`src/rtl/steer_pkg.sv`:
```
package steer_pkg;

  localparam int NUM_CLS    = 4;
  localparam int RNG_W      = 24;
  localparam int NUM_RANGES = 8;

  typedef enum logic [2:0] {
    CLS_L3BANK   = 3'd0,
    CLS_MSLICE   = 3'd1,
    CLS_NODE     = 3'd2,
    CLS_SUBSLICE = 3'd3,
    CLS_DEFAULT  = 3'd7
  } steer_cls_e;

  typedef struct packed {
    steer_cls_e       cls;
    logic [RNG_W-1:0] lo;
    logic [RNG_W-1:0] hi;
  } steer_rng_t;

  // Built-in window list, already sorted by class priority.
  function automatic steer_rng_t rng_at(int i);
    steer_rng_t r;
    case (i)
      0:       r = '{cls: CLS_L3BANK,   lo: 24'h00B100, hi: 24'h00B3FF};
      1:       r = '{cls: CLS_MSLICE,   lo: 24'h00DD00, hi: 24'h00DDFF};
      2:       r = '{cls: CLS_MSLICE,   lo: 24'h00E800, hi: 24'h00FFFF};
      3:       r = '{cls: CLS_NODE,     lo: 24'h00B000, hi: 24'h00B0FF};
      4:       r = '{cls: CLS_NODE,     lo: 24'h00D880, hi: 24'h00D8FF};
      5:       r = '{cls: CLS_SUBSLICE, lo: 24'h005200, hi: 24'h0052FF};
      6:       r = '{cls: CLS_SUBSLICE, lo: 24'h005500, hi: 24'h007FFF};
      default: r = '{cls: CLS_SUBSLICE, lo: 24'h00DE80, hi: 24'h00E8FF};
    endcase
    return r;
  endfunction

  function automatic bit rng_enabled(logic [NUM_CLS-1:0] en, int i);
    steer_rng_t r;
    r = rng_at(i);
    return en[int'(r.cls)];
  endfunction

  // Number of windows that survive the class enable mask.
  function automatic int active_count(logic [NUM_CLS-1:0] en);
    int n;
    n = 0;
    for (int i = 0; i < NUM_RANGES; i++)
      if (rng_enabled(en, i)) n++;
    return n;
  endfunction

  // Source index of the k-th surviving window.
  function automatic int active_nth(logic [NUM_CLS-1:0] en, int k);
    int n;
    int src;
    n = 0;
    src = 0;
    for (int i = 0; i < NUM_RANGES; i++) begin
      if (rng_enabled(en, i)) begin
        if (n == k) src = i;
        n++;
      end
    end
    return src;
  endfunction

endpackage

```
`src/rtl/steer_lowbit.sv`:
```
module steer_lowbit #(
  parameter int W  = 8,
  parameter int IW = (W > 1) ? $clog2(W) : 1
) (
  input  logic [W-1:0]  vec,
  output logic [IW-1:0] idx
);

  // Scan from the top so the lowest set bit is the last assignment.
  always_comb begin
    idx = '0;
    for (int i = W - 1; i >= 0; i--)
      if (vec[i]) idx = IW'(i);
  end

endmodule

```
`src/rtl/steer_fuse_decode.sv`:
```
module steer_fuse_decode #(
  parameter int L3_FUSE_W    = 3,
  parameter int SLICES       = 4,
  parameter int SS_PER_SLICE = 4,
  parameter int BANK_IW      = $clog2(2 * L3_FUSE_W),
  parameter int SLICE_IW     = (SLICES > 1) ? $clog2(SLICES) : 1,
  parameter int SS_IW        = $clog2(SLICES * SS_PER_SLICE)
) (
  input  logic [L3_FUSE_W-1:0]           l3_fuse,
  input  logic [SLICES-1:0]              meml3_en,
  input  logic [SLICES*SS_PER_SLICE-1:0] ss_en,
  output logic [BANK_IW-1:0]             bank_idx,
  output logic [SLICE_IW-1:0]            slice_idx,
  output logic [SS_IW-1:0]               ss_idx
);

  localparam int BANKS    = 2 * L3_FUSE_W;
  localparam int SS_TOTAL = SLICES * SS_PER_SLICE;

  logic [BANKS-1:0]  bank_mask;
  logic [SLICES-1:0] slice_live;

  // Each fuse bit enables a pair of adjacent banks.
  for (genvar i = 0; i < L3_FUSE_W; i++) begin : g_bank
    assign bank_mask[2*i+1:2*i] = {2{l3_fuse[i]}};
  end

  // A slice is live with its memory-L3 or any subslice in its quadrant.
  for (genvar s = 0; s < SLICES; s++) begin : g_slice
    assign slice_live[s] = meml3_en[s] | (|ss_en[s*SS_PER_SLICE +: SS_PER_SLICE]);
  end

  steer_lowbit #(.W(BANKS),    .IW(BANK_IW))  u_bank  (.vec(bank_mask),  .idx(bank_idx));
  steer_lowbit #(.W(SLICES),   .IW(SLICE_IW)) u_slice (.vec(slice_live), .idx(slice_idx));
  steer_lowbit #(.W(SS_TOTAL), .IW(SS_IW))    u_ss    (.vec(ss_en),      .idx(ss_idx));

endmodule

```
`src/rtl/steer_range_scan.sv`:
```
module steer_range_scan
  import steer_pkg::*;
#(
  parameter int                 OFS_W  = RNG_W,
  parameter logic [NUM_CLS-1:0] CLS_EN = '1
) (
  input  logic             clk,
  input  logic             rst,
  input  logic             start,
  input  logic [OFS_W-1:0] ofs,
  output logic             busy,
  output logic             finish,
  output logic             hit,
  output steer_cls_e       hit_cls
);

  localparam int N_ACT = active_count(CLS_EN);
  localparam int N_TBL = (N_ACT > 0) ? N_ACT : 1;
  localparam int IDX_W = (N_TBL > 1) ? $clog2(N_TBL) : 1;

  steer_rng_t       tbl [N_TBL];
  steer_rng_t       cur;
  logic [IDX_W-1:0] idx;
  logic [OFS_W-1:0] ofs_q;
  logic             last;

  // Compacted window table: only classes enabled by CLS_EN.
  for (genvar g = 0; g < N_TBL; g++) begin : g_tbl
    localparam int SRC = (N_ACT > 0) ? active_nth(CLS_EN, g) : 0;
    assign tbl[g] = rng_at(SRC);
  end

  assign cur     = tbl[idx];
  assign last    = (idx == IDX_W'(N_TBL - 1));
  assign hit     = busy && (N_ACT > 0) &&
                   (ofs_q >= OFS_W'(cur.lo)) && (ofs_q <= OFS_W'(cur.hi));
  assign hit_cls = cur.cls;
  assign finish  = busy && (hit || last);

  always_ff @(posedge clk) begin
    if (rst) begin
      busy  <= 1'b0;
      idx   <= '0;
      ofs_q <= '0;
    end else if (!busy) begin
      if (start) begin
        busy  <= 1'b1;
        idx   <= '0;
        ofs_q <= ofs;
      end
    end else if (finish) begin
      busy <= 1'b0;
    end else begin
      idx <= idx + 1'b1;
    end
  end

endmodule

```
`src/rtl/steer_resolver.sv`:
```
module steer_resolver
  import steer_pkg::*;
#(
  parameter int                 OFS_W        = RNG_W,
  parameter int                 L3_FUSE_W    = 3,
  parameter int                 SLICES       = 4,
  parameter int                 SS_PER_SLICE = 4,
  parameter int                 SS_PER_GRP   = 4,
  parameter int                 GRP_W        = 4,
  parameter int                 INST_W       = 4,
  parameter logic [NUM_CLS-1:0] CLS_EN       = '1
) (
  input  logic                           clk,
  input  logic                           rst,
  input  logic                           req_valid,
  input  logic [OFS_W-1:0]               req_ofs,
  input  logic [L3_FUSE_W-1:0]           l3_fuse,
  input  logic [SLICES-1:0]              meml3_en,
  input  logic [SLICES*SS_PER_SLICE-1:0] ss_en,
  input  logic [GRP_W-1:0]               dflt_grp,
  input  logic [INST_W-1:0]              dflt_inst,
  output logic [2:0]                     hit_cls,
  output logic [GRP_W-1:0]               tgt_grp,
  output logic [INST_W-1:0]              tgt_inst,
  output logic                           done
);

  localparam int SS_TOTAL = SLICES * SS_PER_SLICE;
  localparam int BANK_IW  = $clog2(2 * L3_FUSE_W);
  localparam int SLICE_IW = (SLICES > 1) ? $clog2(SLICES) : 1;
  localparam int SS_IW    = $clog2(SS_TOTAL);

  logic                 busy, finish, hit;
  steer_cls_e           scan_cls;
  logic [L3_FUSE_W-1:0] l3_q;
  logic [SLICES-1:0]    meml3_q;
  logic [SS_TOTAL-1:0]  ss_q;
  logic [GRP_W-1:0]     dgrp_q;
  logic [INST_W-1:0]    dinst_q;
  logic [BANK_IW-1:0]   bank_idx;
  logic [SLICE_IW-1:0]  slice_idx;
  logic [SS_IW-1:0]     ss_idx;
  steer_cls_e           nxt_cls;
  logic [GRP_W-1:0]     nxt_grp;
  logic [INST_W-1:0]    nxt_inst;

  steer_range_scan #(.OFS_W(OFS_W), .CLS_EN(CLS_EN)) u_scan (
    .clk     (clk),
    .rst     (rst),
    .start   (req_valid),
    .ofs     (req_ofs),
    .busy    (busy),
    .finish  (finish),
    .hit     (hit),
    .hit_cls (scan_cls)
  );

  // Masks are frozen at acceptance so the scan sees one consistent set.
  always_ff @(posedge clk) begin
    if (rst) begin
      l3_q    <= '0;
      meml3_q <= '0;
      ss_q    <= '0;
      dgrp_q  <= '0;
      dinst_q <= '0;
    end else if (req_valid && !busy) begin
      l3_q    <= l3_fuse;
      meml3_q <= meml3_en;
      ss_q    <= ss_en;
      dgrp_q  <= dflt_grp;
      dinst_q <= dflt_inst;
    end
  end

  steer_fuse_decode #(
    .L3_FUSE_W    (L3_FUSE_W),
    .SLICES       (SLICES),
    .SS_PER_SLICE (SS_PER_SLICE),
    .BANK_IW      (BANK_IW),
    .SLICE_IW     (SLICE_IW),
    .SS_IW        (SS_IW)
  ) u_fuse (
    .l3_fuse   (l3_q),
    .meml3_en  (meml3_q),
    .ss_en     (ss_q),
    .bank_idx  (bank_idx),
    .slice_idx (slice_idx),
    .ss_idx    (ss_idx)
  );

  // Per-class target rule.
  always_comb begin
    nxt_cls  = hit ? scan_cls : CLS_DEFAULT;
    nxt_grp  = dgrp_q;
    nxt_inst = dinst_q;
    if (hit) begin
      case (scan_cls)
        CLS_L3BANK: begin
          nxt_grp  = '0;
          nxt_inst = INST_W'(bank_idx);
        end
        CLS_MSLICE: begin
          nxt_grp  = GRP_W'(slice_idx);
          nxt_inst = '0;
        end
        CLS_NODE: begin
          nxt_grp  = GRP_W'({slice_idx, 1'b0});
          nxt_inst = '0;
        end
        CLS_SUBSLICE: begin
          nxt_grp  = GRP_W'(int'(ss_idx) / SS_PER_GRP);
          nxt_inst = INST_W'(int'(ss_idx) % SS_PER_GRP);
        end
        default: begin
          nxt_grp  = dgrp_q;
          nxt_inst = dinst_q;
        end
      endcase
    end
  end

  always_ff @(posedge clk) begin
    if (rst) begin
      hit_cls  <= 3'(CLS_DEFAULT);
      tgt_grp  <= '0;
      tgt_inst <= '0;
      done     <= 1'b0;
    end else begin
      done <= finish;
      if (finish) begin
        hit_cls  <= 3'(nxt_cls);
        tgt_grp  <= nxt_grp;
        tgt_inst <= nxt_inst;
      end
    end
  end

endmodule

```
`config.mk`:
```
export PLATFORM = sky130hd
export DESIGN_NAME = steer_resolver
export DESIGN_NICKNAME = d
export VERILOG_FILES = /design/src/rtl/steer_pkg.sv /design/src/rtl/steer_lowbit.sv /design/src/rtl/steer_fuse_decode.sv /design/src/rtl/steer_range_scan.sv /design/src/rtl/steer_resolver.sv
export SDC_FILE = /design/constraint.sdc
export NUM_CORES = 1
export LEC_CHECK = 0
export BUFFER_PORTS_ARGS = -buffer_cell sky130_fd_sc_hd__buf_2
export CAP_MARGIN = 30
export CORE_AREA = 2 2 110 112
export CTS_CLUSTER_SIZE = 30
export DETAILED_ROUTE_END_ITERATION = 16
export DIE_AREA = 0 0 112 114
export GPL_TIMING_DRIVEN = 0
export PLACE_DENSITY = 0.57
export RECOVER_POWER = 50
export SETUP_SLACK_MARGIN = 0.1
export SLEW_MARGIN = 20
export SYNTH_ARGS = -nofsm -noshare
export SYNTH_HDL_FRONTEND = slang
export SYNTH_SLANG_ARGS = --single-unit
export TNS_END_PERCENT = 10
```
`constraint.sdc`:
```
create_clock -name clk -period 5.4 [get_ports clk]
set_input_delay 0.27 -clock clk [delete_from_list [all_inputs] [get_ports clk]]
set_output_delay 0.27 -clock clk [all_outputs]
set_load 0.02 [all_outputs]
```
==> out/qor.yml <==
logic_synthesis:
  synth-edff-count: 0
  synth_area_um2: 3400
  yosysTopAreaCellShare_pct: 41.8
  synth-seq-cells: 71
  synthCells: 432
  yosysWarnings: 0
  yosys-top-cells-count: "nand2_1, dfxtp_1, a21oi_1"
  synth-main-ff-cell: "dfxtp_1"
  syn_avg_cell_area_um2: 7.87
  yosys.area.top_type: "dfxtp_1"
  ys_seq_area_share_pct: 41.8
  synthDistinctLibCells: 50
  synthArstFlopShare_pct: 0
  synth.net_count: 513
  synth_area_leaders: "dfxtp_1, nand2_1, a21oi_1"
  synth_most_common_cell: "nand2_1"
floorplan:
  core_area_um2: 11700
  initial_core_util_pct: 29.0
  io_pins: 70
  dieArea_um2: 12800
  rows: 40
  die_width_um: 112
  die_h_um: 114
sta:
  final_hold_viol_count: 0
  fin_ws_ns: 1.84
  fin_crit_ns: 3.56
  tightestPinTransition_ns: 0.719
  maxSlewHeadroom_pct: 52.1
  finalMaxSlewViolations: 0
  fin_tns_setup_ns: 0
  fin_worst_skew_ns: 0.00392
  fmax_mhz: 281
  rsz0062_at_grt: "false"
  setup_violations: 0
  period_share_pct: 66.0
clock_network:
  clock-sinks: 71
  cts_setup_buffers: 0
  cts-resized-gates: 0
  root_buffer: "clkbuf_16"
  clock_latency_ns: 0.33
  max-clock-path-buffers: 2
  cts_max_level: 3
  cts_tree: "done"
  ctsHoldBuffers: 0
  numCtsBuffers: 9
  clk_pin_slew_worst_paths_ns: 0.06
route:
  vias_per_cell: 4.83
  wl_per_cell_um: 13.6
  drc: 0
  first_pass_iters: 4
  drt_iter0_drc: 149
  vias: 3208
  wl_mm: 9.06
  route.antenna.remaining_nets: 0
final_layout:
  nets: 593
  diodes: 0
  area_growth_pct: 24.9
  drive_gt1_share_pct: 15.7
  final_area_um2: 4250
critical_path:
  worst_setup_path_start_kind: "flip-flop"
  critPathSlowestCell: "dfxtp_1"
  critPathMaxFanout: 6
  cp_common_cell: "ha_1"
  required_ns: 5.62
  critical_path.max_stage_delay_ns: 0.44
  critPathTopFamily: "compound AO/OA/AOI/OAI gates"
  crit_type: "reg -> reg"
  worst-path-buf-inv: 1
  arrival_ns: 3.78
  path_cells: "inv_1 -> ha_1 -> and2_1 -> ha_1 -> a21o_1 -> a2111oi_0 -> o211ai_1 -> a31oi_2 -> nor2_2 -> o21a_1 -> mux2_2"
  cp-end-kind: "flip-flop"
placed_design:
  portBuffers: 69
  place.gp.congestion: 0.847
  placed_area_um2: 3930
  place_ws_ns: 1.87
  hpwlAfterDp_mm: 6.97
run_status:
  outcome: "finished clean"
grt:
  grt_max_degree: 13
  grt_overflow: 0
  grt_pass1_wl_mm: 14.8
  grt_pass1_vias: 3136
  grt_use_total_pct: 14.6
  antenna_found_initial: 0
pwr:
  irDropWorstVdd_uv: 168
  cellPowerDensity_nw_per_um2: 324
  leakage_nw: 1.74
hold_path:
  min_path_type: "in -> reg"
run:
  drv_cap: 0
-- worst paths after layout --
check,from,to,slack (ns),cells after the start
max reg2reg,u_scan.idx[0],u_scan.idx[0],1.84,11
min,ss_en[4],ss_q[4],0.17,3
min reg2reg,tgt_grp[1],tgt_grp[1],0.45,2
max,u_scan.idx[0],u_scan.idx[0],1.84,11
-- area by class of cell --
cell class,instances,area (µm²)
Clock buffer,12,256
Timing Repair Buffer,69,330
Multi-Input combinational cell,326,1840
Sequential cell,71,1420
Tap cell,147,184
Fill cell,1264,7460
Inverter,14,52.6
Clock inverter,4,76.3
Buffer,21,81.3
-- layer usage --
metal  up-vias  routed length [µm]  GRT usage [%]  part of all wire [%]
li1       1655                   -              -                     -
met1      1472                4410           19.4                    49
met2        72                4020           23.4                    44
met3         9                 499           3.51                   5.5
met4         0                 128           4.88                   1.4
met5         -                   0              0                     0
-- flip-flops by register name (all words and copies together), names as in the netlist --
signal	cells
dinst_q	4
u_scan.idx	3
l3_q	3
hit_cls	3
dgrp_q	4
meml3_q	4
tgt_inst	4
u_scan.ofs_q	24
tgt_grp	4
done	1
u_scan.busy	1
ss_q	16
-- metrics by stage --
step | hold WS (ns) | util (%) | total power [mW] | std cells
2_1_floorplan | 0.359 | - | 0.672 | 432
5_1_grt | 0.173 | 36.3 | 1.43 | 664
3_5_place_dp | 0.449 | 33.5 | 0.730 | 648
3_3_place_gp | 0.442 | 33.5 | 0.725 | 648
6_report | 0.171 | 36.3 | 1.37 | 664
4_1_cts | 0.164 | 36.4 | 1.39 | 664
-- layout by cell type (no fill, tap or decap), types with 3 or more instances in the layout --
master       n
nor3_1       6
buf_2       59
a211oi_1     3
nor4_1       4
nand3_1      6
or4_1        3
nand4_1      5
dfxtp_1     71
nor2b_1      5
inv_1       14
nor2_1      17
nand2b_1     4
nand2_1    123
clkbuf_16    9
o211ai_1     6
a21oi_1     66
o21ai_0     12
mux2i_1      6
o31ai_1      3
clkbuf_1    31
ha_1        23
-- kinds of logic after synthesis --
family	synth area share [%]
multiplexers	2.43
AND/OR/NAND/NOR	23.7
buffers and inverters	3.94
XOR/XNOR	0.258
flip-flops	41.8
AO/OA/AOI/OAI	19.4
adder cells (fa/ha/maj)	8.47
-- power by group --
group          switching [mW]  total [mW]  internal, mW
clock                   0.225       0.656         0.431
combinational          0.0868       0.148        0.0613
sequential             0.0213       0.570         0.549
-- worst register-to-register path, cell delays in order, from the launching register on --
cell and delay (ns):
dfxtp_1 0.44, inv_1 0.17, ha_1 0.41, and2_1 0.22, ha_1 0.34, a21o_1 0.24, a2111oi_0 0.36, o211ai_1 0.24
a31oi_2 0.39, nor2_2 0.12, o21a_1 0.24, mux2_2 0.27
No activity file was read; power rests on OpenSTA's default activity.
